<file path="config.mk">
export PLATFORM = sky130hd
export DESIGN_NAME = alu32_mf
export DESIGN_NICKNAME = d
export VERILOG_FILES = /design/src/rtl/alu32_mf.sv
export SDC_FILE = /design/constraint.sdc
export NUM_CORES = 1
export LEC_CHECK = 0
export BUFFER_PORTS_ARGS = -buffer_cell sky130_fd_sc_hd__buf_2
export CAP_MARGIN = 25
export CORE_ASPECT_RATIO = 0.75
export CORE_MARGIN = 1.5
export CORE_UTILIZATION = 28
export DETAILED_ROUTE_END_ITERATION = 7
export PLACE_DENSITY_LB_ADDON = 0.25
export SETUP_SLACK_MARGIN = 0.2
export SKIP_LAST_GASP = 1
export SYNTH_ARGS = -nofsm -noshare
export SYNTH_HDL_FRONTEND = slang
export SYNTH_SLANG_ARGS = --single-unit
</file>
<file path="constraint.sdc">
create_clock -name vclk -period 6.35
set_clock_uncertainty 0.15 [all_clocks]
set_input_delay 0.3175 -clock vclk [all_inputs]
set_output_delay 0.3175 -clock vclk [all_outputs]
set_load 0.01 [all_outputs]
</file>
<file path="src/rtl/alu32_mf.sv">
module alu32_mf #(
  parameter int W = 32
) (
  input  logic [W-1:0]         opa,
  input  logic [W-1:0]         opb,
  input  logic [$clog2(W)-1:0] shamt_k,
  input  logic [1:0]           cls,
  input  logic                 sub_en,
  input  logic                 amt_var,
  input  logic [1:0]           sh_fn,
  input  logic [1:0]           lg_fn,
  output logic [W-1:0]         res,
  output logic                 ovfl,
  output logic                 zero
);
  localparam int LW = $clog2(W);

  // adder / subtractor with parallel-prefix carries
  logic         do_sub;
  logic [W-1:0] bop, g0, p0, gfin, pfin, sum;
  logic [W:0]   cv;
  logic         ov_raw, lt_bit;

  assign do_sub = sub_en | (cls == 2'b01);
  assign bop    = opb ^ {W{do_sub}};
  assign g0     = opa & bop;
  assign p0     = opa ^ bop;

  for (genvar lv = 0; lv < LW; lv++) begin : pfx
    localparam int D = 1 << lv;
    logic [W-1:0] gi, pi_, go, po;
    if (lv == 0) begin : src0
      assign gi  = g0;
      assign pi_ = p0;
    end else begin : srcn
      assign gi  = pfx[lv-1].go;
      assign pi_ = pfx[lv-1].po;
    end
    for (genvar i = 0; i < W; i++) begin : col
      if (i >= D) begin : mrg
        assign go[i] = gi[i] | (pi_[i] & gi[i-D]);
        assign po[i] = pi_[i] & pi_[i-D];
      end else begin : pas
        assign go[i] = gi[i];
        assign po[i] = pi_[i];
      end
    end
  end

  assign gfin  = pfx[LW-1].go;
  assign pfin  = pfx[LW-1].po;
  assign cv[0] = do_sub;
  for (genvar i = 0; i < W; i++) begin : cry
    assign cv[i+1] = gfin[i] | (pfin[i] & do_sub);
  end
  assign sum    = p0 ^ cv[W-1:0];
  assign ov_raw = cv[W] ^ cv[W-1];
  assign lt_bit = sum[W-1] ^ ov_raw;

  // barrel shifter on opb
  logic [LW-1:0] amt, eff;
  logic          go_left, fill;
  logic [W-1:0]  shv;

  assign amt     = amt_var ? opa[LW-1:0] : shamt_k;
  assign eff     = (sh_fn == 2'b00) ? '0 : amt;
  assign go_left = (sh_fn == 2'b01);
  assign fill    = (sh_fn == 2'b11) & opb[W-1];

  for (genvar k = 0; k < LW; k++) begin : shs
    localparam int S = 1 << k;
    logic [W-1:0] din, dout;
    if (k == 0) begin : src0
      assign din = opb;
    end else begin : srcn
      assign din = shs[k-1].dout;
    end
    assign dout = !eff[k] ? din :
                  go_left ? {din[W-1-S:0], {S{1'b0}}} :
                            {{S{fill}}, din[W-1:S]};
  end
  assign shv = shs[LW-1].dout;

  // logic unit
  logic [W-1:0] lgv;
  always_comb begin
    case (lg_fn)
      2'b00:   lgv = opa & opb;
      2'b01:   lgv = opa | opb;
      2'b10:   lgv = opa ^ opb;
      default: lgv = ~(opa | opb);
    endcase
  end

  // class select and flags
  always_comb begin
    case (cls)
      2'b00:   res = shv;
      2'b01:   res = {{(W-1){1'b0}}, lt_bit};
      2'b10:   res = sum;
      default: res = lgv;
    endcase
  end

  assign ovfl = (cls == 2'b10) & ov_raw;
  assign zero = ~|res;

  always_comb begin
    if (cls != 2'b10) AST_OVFL_CLASS: assert (!ovfl);
    if (cls == 2'b01) AST_SLT_RANGE: assert (res[W-1:1] == '0);
    if (cls == 2'b00 && sh_fn == 2'b00) AST_NOSHIFT_PASS: assert (res == opb);
    if (cls == 2'b10 && sub_en && opa == opb) AST_SELF_SUB_ZERO: assert (zero && !ovfl);
    if (cls == 2'b11 && lg_fn == 2'b10 && opa == opb) AST_XOR_SAME_ZERO: assert (zero);
  end
endmodule

</file>
After elaboration in Yosys (flattened, before gate mapping)
Cells that the tools add are included.
{"block": "totals", "output_inout_bits": 34, "regBits": 0}
{"block": "op_classes", "bitwise": 464, "mux": 14, "eq_ne": 6, "reduce_logical": 5}
{"op": "32-bit two-way mux", "count": 10}
{"op": "1-bit AND", "count": 292}
{"op": "32-bit one-hot mux with 3 select lines", "count": 2}
{"op": "1-bit OR", "count": 162}
{"op": "32-bit bitwise XOR", "count": 4}
{"op": "32-bit AND", "count": 2}
{"op": "32-bit inverter", "count": 1}
{"op": "32-bit OR", "count": 1}
{"op": "32-bit OR reduction", "count": 1}
{"op": "5-bit two-way mux", "count": 2}
{"op": "2-bit by 1-bit equality test with 1-bit output, second input constant", "count": 3}
{"op": "2-bit equality test, second input constant", "count": 3}
{"op": "2-bit logical NOT", "count": 3}
{"op": "1-bit bitwise XOR", "count": 2}
{"op": "1-bit logical NOT", "count": 1}

Longest topological paths before layout
Gate-level depths: netlist (run 1).
{"block": "logic_depth", "depth_word": 20, "depth_mapped": 18, "ltp_nobuf": 16}

Least setup slack after synthesis (run 1)
No wires, ideal clock.
{"block": "synth_timing", "path_type": "input port to output port", "startpoint": "input cls[1]", "endpoint": "output zero", "path_slack_ns": 0.932, "required_ns": 5.883, "path_stages": 17, "n_path_buf": 1, "arrival_ns": 4.951, "cell_sequence": "and2b_1 -> nor2_1 -> clkbuf_1 -> xnor2_1 -> ha_1 -> a21o_1 -> a2111oi_2 -> a2111oi_1 -> a31o_2 -> o41ai_1 -> o21ai_1 -> a2111oi_0 -> nor3_1 -> mux2_2 -> o2111ai_1 -> or4_1 -> nor4_2"}
{"block": "synth_via", "word_cells_on_any_way": 464, "classes_between": "2 x eq/ne; 1 x mux; 458 x bitwise; 3 x reduce/logical"}
{"element": "from (decl)", "line": "7", "source": "input logic [1:0] cls,"}
{"element": "2-bit by 1-bit equality test with 1-bit output", "line": "24, 97"}
{"element": "1-bit OR", "line": "24", "source": "assign do_sub = sub_en | (cls == 2'b01);"}
{"element": "32-bit bitwise XOR", "line": "25", "source": "assign bop = opb ^ {W{do_sub}};"}
{"element": "32-bit bitwise XOR / 32-bit AND (equally long branches)", "line": "27, 26"}
{"element": "1-bit AND (on tied branches)", "line": "41, 42"}
{"element": "1-bit OR / 1-bit AND (equally long branches)", "line": "41", "source": "assign go[i] = gi[i] | (pi_[i] & gi[i-D]);"}
{"element": "1-bit AND / 1-bit OR (equally long branches)", "line": "41"}
{"element": "1-bit OR / 1-bit AND (equally long branches)", "line": "41"}
{"element": "[... 3 more ...]"}
{"element": "1-bit OR / 1-bit AND (equally long branches)", "line": "41"}
{"element": "1-bit OR", "line": "41"}
{"element": "1-bit OR", "line": "54", "source": "assign cv[i+1] = gfin[i] | (pfin[i] & do_sub);"}
{"element": "32-bit bitwise XOR", "line": "56", "source": "assign sum = p0 ^ cv[W-1:0];"}
{"element": "32-bit one-hot mux with 3 select lines *", "line": "97", "source": "case (cls)"}
{"element": "net res[31]", "line": "12", "source": "output logic [W-1:0] res,"}
{"element": "32-bit OR reduction *", "line": "106", "source": "assign zero = ~|res;"}
{"element": "1-bit logical NOT *", "line": "106"}
{"element": "to (decl)", "line": "14", "source": "output logic zero"}
The timed path passes the listed nets; every way through them passes the cells marked *.

Worst setup path in the final report (run 1)
{"block": "layout_timing", "startpoint": "input cls[0]", "endpoint": "output zero"}
{"block": "layout_via", "elab_chain_cells": 20, "word_cells_on_any_way": 464, "classes_between": "2 x eq/ne; 1 x mux; 458 x bitwise; 3 x reduce/logical"}
{"element": "2-bit by 1-bit equality test with 1-bit output", "line": "24, 97"}
{"element": "1-bit OR", "line": "24"}
{"element": "32-bit bitwise XOR", "line": "25"}
{"element": "32-bit bitwise XOR / 32-bit AND (equally long branches)", "line": "27, 26"}
{"element": "1-bit AND", "line": "41"}
{"element": "1-bit OR", "line": "41"}
{"element": "1-bit AND", "line": "41"}
{"element": "1-bit OR", "line": "41"}
{"element": "[... 4 more ...]"}
{"element": "1-bit AND", "line": "41"}
{"element": "1-bit OR", "line": "41"}
{"element": "1-bit OR", "line": "54"}
{"element": "1-bit bitwise XOR", "line": "57", "source": "assign ov_raw = cv[W] ^ cv[W-1];"}
{"element": "1-bit bitwise XOR", "line": "58", "source": "assign lt_bit = sum[W-1] ^ ov_raw;"}
{"element": "32-bit one-hot mux with 3 select lines *", "line": "97"}
{"element": "32-bit OR reduction *", "line": "106"}
{"element": "1-bit logical NOT *", "line": "106"}
Every way passes the cells marked *; elsewhere a longest branch is shown, timed or not.

==> results of run 1 <==
power groups by stage:
| stage | combinational, µW | sequential [µW] | clock [µW] |
|---|---|---|---|
| global placement | 1260 | 0 | 0 |
| floorplan | 775 | 0 | 0 |
| global route | 1380 | 0 | 0 |
| finish | 1300 | 0 | 0 |
| detailed placement | 1250 | 0 | 0 |
| CTS | 1250 | 0 | 0 |
through the flow:
step | setup WS, ns | cells | instance area, µm²
floorplan | 0.932 | 1373 | 8870
global placement | 0.456 | 1856 | 10000
detailed placement | 0.465 | 1856 | 10000
CTS | 0.453 | 1856 | 10000
global route | 0.267 | 1857 | 10000
finish | 0.695 | 1857 | 10000
final timing paths:
check                from  slack [ns]  endpoint
setup / recovery   cls[0]        0.70      zero
hold / removal    opa[31]        1.13      ovfl
routing by layer:
metal	wire length [µm]	up-vias
met1	23300	5677
met4	1320	0
li1	-	5351
met5	0	-
met2	20000	700
met3	7050	83
layout by cell type (no fill, tap or decap), types with 41 or more instances in the layout:
cell type / Yosys / routed
a21oi_1: 106 / 106
nor2_1: 117 / 115
xnor2_1: 44 / 44
buf_2: 19 / 110
nand2_1: 132 / 132
inv_1: 99 / 99
buf_4: 3 / 64
ha_1: 97 / 97
o22ai_1: 41 / 41
o21ai_0: 135 / 135
cell type report:
| cell class | instances | area (µm²) |
|---|---|---|
| fillers | 3520 | 21200 |
| multi-input cells | 1174 | 8080 |
| repair buffers | 177 | 1070 |
| well taps | 406 | 508 |
| inverters | 100 | 375 |
logic make-up (layout without fill, tap and decap cells):
family,Yosys count,count (layout),share of synthesized area [%]
mux,49,49,5.85
compound gates,561,561,43.6
fa+ha+maj,97,97,13.7
xor+xnor,53,53,5.23
simple gates,414,414,22.4
buf+inv,199,277,9.24
==> results.json, run 1 <==
{
  "outcome": "complete, no violations",
  "start_kind": "primary input",
  "fin_setup_tns_ns": 0,
  "max-cap-violations": 0,
  "critPathKind": "in2out",
  "slew_headroom_pct": 23.9,
  "syn_area_um2": 8870,
  "grt_util_met2_pct": 43.6,
  "cts_setup_buffers": 0,
  "grt_util_met1_pct": 43.4,
  "hold_depth": 5,
  "rsz0062_at_grt": "no",
  "synth_nets": 1547,
  "core_um2": 31300,
  "hpwl_um": 42100,
  "antenna_found_initial": 0,
  "wl_per_cell_um": 27.9,
  "gr-max-usage-layer": "met2",
  "start_util_pct": 28.4,
  "synthCells": 1373,
  "grt_pass1_vias": 10979,
  "tightest_slew_ns": 1.13,
  "die_area_um2": 32800,
  "gp_routability_congestion": 1.04,
  "track_usage_pct": 30.7,
  "synth_cell_types": 89,
  "critPathBufInv": 3,
  "num_rows": 56,
  "cts_resized": 0,
  "max_stage_delay_ns": 0.56,
  "fmax_mhz": 177,
  "finalWirelength_um": 51700,
  "post-route-util_pct": 32.1,
  "area_growth_pct": 13.1,
  "path_delay_family": "compound AO/OA/AOI/OAI gates",
  "path_depth": 19,
  "synth_area_leaders": "ha_1, o21ai_0, a21oi_1",
  "worstPathRequired_ns": 5.88,
  "grt_max_degree": 90,
  "drc_errors": 0,
  "final_antenna_net_count": 0,
  "ios": 111,
  "setup_viol": 0,
  "post-synth-top-count-cell": "o21ai_0",
  "hold_ws_ns": 1.13,
  "period_share_pct": 89.1,
  "avgSynthCellArea_um2": 6.46,
  "power_frac_clock_pct": 0,
  "yosysTopAreaCellShare_pct": 13.7,
  "layout.nets": 1627,
  "ys_top_cells_by_count": "o21ai_0, nand2_1, nor2_1, a21oi_1, inv_1",
  "p_int_uw": 436,
  "p_sw_uw": 863,
  "seq_area_frac_synth_pct": 0,
  "crit_slowest_cell": "or4_1",
  "use_met3_pct": 11.4,
  "seq_cells": 0,
  "leakage_uw": 0.00425,
  "grt_overflow_total": 0,
  "finalHoldViolations": 0,
  "holdCritPathClass": "in2out",
  "path_max_fanout": 25,
  "drv_slew": 0,
  "ir_drop_v": 0.0000556,
  "swShare_pct": 66.5,
  "power.total_uw": 1300,
  "min_period_ns": 5.65,
  "n_antenna_cell": 0,
  "combPwrFrac_pct": 100.0,
  "arrival_ns": 5.19,
  "drt_iter0_markers": 1660,
  "endpoint_kind": "primary output",
  "ys_warn_count": 0,
  "seq_area_um2": 0,
  "dieWidth_um": 209,
  "vias": 11811,
  "power.density_nw_per_um2": 129,
  "viasPerCell": 6.36,
  "hold_buffers": 0,
  "dr.pass1.iters": 6,
  "crit_chain": "buf_2 > and2b_1 > nor2_4 > buf_6 > xnor2_1 > ha_1 > a21oi_1 > o21ai_0 > a211oi_1 > o21ai_0 > o41ai_2 > o21ai_1 > a2111oi_0 > nor3_1 > mux2_2 > o2111ai_1 > or4_1 > nor4_2 > buf_2",
  "port-buffer-count": 111,
  "layout-drive-gt1-share_pct": 15.9,
  "power_frac_seq_pct": 0,
  "synth.largest_area_cell": "ha_1",
  "clkbuf_count": 0,
  "grt_first_pass_wirelength_um": 75300,
  "die_h_um": 157
}
No activity file was read; power rests on OpenSTA's default activity.
==> run 2, diff against run 1 <==
--- a/config.mk
+++ b/config.mk
@@ -5,11 +5,12 @@
 export SDC_FILE = /design/constraint.sdc
 export NUM_CORES = 1
 export LEC_CHECK = 0
+export ABC_AREA = 1
 export BUFFER_PORTS_ARGS = -buffer_cell sky130_fd_sc_hd__buf_2
 export CAP_MARGIN = 25
 export CORE_ASPECT_RATIO = 0.75
 export CORE_MARGIN = 1.5
-export CORE_UTILIZATION = 28
+export CORE_UTILIZATION = 62
 export DETAILED_ROUTE_END_ITERATION = 7
 export PLACE_DENSITY_LB_ADDON = 0.25
 export SETUP_SLACK_MARGIN = 0.2
==> results.json, run 2 <==
{
  "outcome": "complete, no violations",
  "worstPathRequired_ns": 5.88,
  "crit_top_cell": "nand2_1",
  "grt_pass1_vias": 9784,
  "viasPerCell": 6.44,
  "min_period_ns": 4.66,
  "yosysTopAreaCellShare_pct": 27.0,
  "gp_routability_congestion": 1.10,
  "critPathKind": "in2out",
  "ios": 111,
  "synth_nets": 1750,
  "num_rows": 35,
  "crit_chain": "buf_2 > inv_2 > nand2_2 > nand3_2 > nand2_1 > nand3_1 > nand3_1 > nand2_1 > nand3_2 > nand2_1 > nand3_1 > o21bai_1 > nand2_1 > nand2_1 > nor2_1 > nand2_1 > nor2_1 > nand3_1 > nor2_1 > buf_2",
  "finalHoldViolations": 0,
  "period_share_pct": 73.5,
  "dieWidth_um": 135,
  "start_util_pct": 64.8,
  "path_delay_family": "simple AND/OR/NAND/NOR gates",
  "antenna_found_initial": 1,
  "dp_cells": 1798,
  "drc_errors": 0,
  "seq_area_frac_synth_pct": 0,
  "endpoint": "zero",
  "holdCritPathClass": "in2out",
  "slew_headroom_pct": 33.1,
  "grt_overflow_total": 0,
  "clkbuf_count": 0,
  "fin_setup_tns_ns": 0,
  "final_common_cell": "nand2_1",
  "power.density_nw_per_um2": 126,
  "post-synth-top-count-cell": "nand2_1",
  "syn_area_um2": 8080,
  "finalNonFillerCells": 1799,
  "grt_max_degree": 65,
  "drv_slew": 0,
  "finalWirelength_um": 33900,
  "multiInputGateArea_um2": 7160,
  "gr-max-usage-layer": "met2",
  "drt_iter0_markers": 1825,
  "seq_cells": 0,
  "final_antenna_net_count": 0,
  "track_usage_pct": 47.8,
  "endpoint_kind": "primary output",
  "path_max_fanout": 34,
  "path_depth": 20,
  "arrival_ns": 4.20,
  "avgSynthCellArea_um2": 5.13,
  "core_um2": 12500,
  "hold_buffers": 0,
  "synth.largest_area_cell": "nand2_1",
  "tightest_slew_ns": 1.00,
  "grt_util_met1_pct": 65.3,
  "final_cell_mix": "nand2_1, nand3_1, inv_1",
  "n_antenna_cell": 0,
  "die_area_um2": 13700,
  "ir_drop_v": 0.0000812,
  "dr.pass1.iters": 6,
  "use_met3_pct": 16.6,
  "port-buffer-count": 111,
  "area_growth_pct": 6.72,
  "ys_top_cells_by_count": "nand2_1, nand3_1, inv_1, nor2_1, ha_1",
  "n_fill_cell": 1256,
  "setup_viol": 0,
  "seq_area_um2": 0,
  "max-cap-violations": 0,
  "die_h_um": 102,
  "start_kind": "primary input",
  "critPathBufInv": 3,
  "leakage_uw": 0.00468,
  "layout-drive-gt1-share_pct": 9.86,
  "wl_per_cell_um": 18.8,
  "cts_setup_buffers": 0,
  "grt_first_pass_wirelength_um": 52000,
  "hold_depth": 6,
  "vias": 11585,
  "grt_util_met2_pct": 70.1,
  "layout.nets": 1809,
  "min_from": "cls[0]",
  "cts_resized": 0,
  "synth_cell_types": 51,
  "synth_area_leaders": "nand2_1, ha_1, nand3_1",
  "max_stage_delay_ns": 0.55,
  "crit_start": "sh_fn[1]",
  "hpwl_um": 26800,
  "ys_warn_count": 0,
  "synthCells": 1576,
  "fmax_mhz": 214,
  "crit_slowest_cell": "nand3_2",
  "rsz0062_at_grt": "no"
}
## run 2: cell types whose count changed after synthesis, moves of 21 or more
cell	previous run	this run
o21ai_0	135	71
mux2i_1	40	0
o211ai_1	40	2
clkbuf_1	61	24
inv_1	99	142
o21ai_1	15	38
xor2_1	9	38
a21oi_1	106	79
nand2_1	132	582
a211oi_1	22	1
nand3_1	29	209
xnor2_1	44	1
nor3_1	40	9
o22ai_1	41	6
## run 2: worst min-delay path by stage
stage               slack (ns)      to
floorplan                 0.75  res[2]
global placement          1.01  res[0]
detailed placement        1.05  res[0]
CTS                       1.05  res[0]
global route              1.11  res[0]
finish                    1.10  res[0]
## run 2: worst min-delay path, stage by stage
cell	delay (ns)
buf_2	0.12
nand2_1	0.10
inv_1	0.09
a21oi_1	0.08
nand3_1	0.10
buf_2	0.13
## run 2: layout make-up
cell class                      instances  share of cell area (%)
Inverter                              149                    6.48
Multi-Input combinational cell       1357                    83.0
Tap cell                              166                    2.41
Timing Repair Buffer                  127                    8.07
## run 2: cell families after synthesis
| group | count (synthesis) | share of synthesized area, % |
|---|---|---|
| AO/OA/AOI/OAI | 258 | 18.6 |
| XOR/XNOR | 39 | 4.23 |
| adder cells (fa/ha/maj) | 97 | 15.0 |
| buffers and inverters | 219 | 11.6 |
| AND/OR/NAND/NOR | 963 | 50.6 |
## run 2: where the power goes
| group | internal [µW] | leakage [µW] | total [µW] | switching [µW] |
|---|---|---|---|---|
| Combinational | 336 | 0.00468 | 1090 | 753 |
| Clock | 0 | 0 | 0 | 0 |
| Sequential | 0 | 0 | 0 | 0 |
## run 2: per-stage QoR
step | cell area, µm² | setup slack (ns) | hold WS, ns | total power (µW) | utilization (%)
finish | 8620 | 1.69 | 1.10 | 1090 | 69.1
floorplan | 8080 | 2.18 | 0.748 | 717 | -
global route | 8620 | 1.46 | 1.11 | 1180 | 69.1
CTS | 8600 | 1.55 | 1.05 | 1030 | 68.9
global placement | 8600 | 1.69 | 1.01 | 1010 | 68.9
detailed placement | 8600 | 1.57 | 1.05 | 1020 | 68.9
## run 2: metal layers
metal  routed length, µm  up-vias  share of wire (%)
met5                  13        -              0.038
met4                1460        2                4.3
met3                6150      148                 18
met2               12900     1070                 38
met1               13400     5021                 39
li1                    -     5344                  -
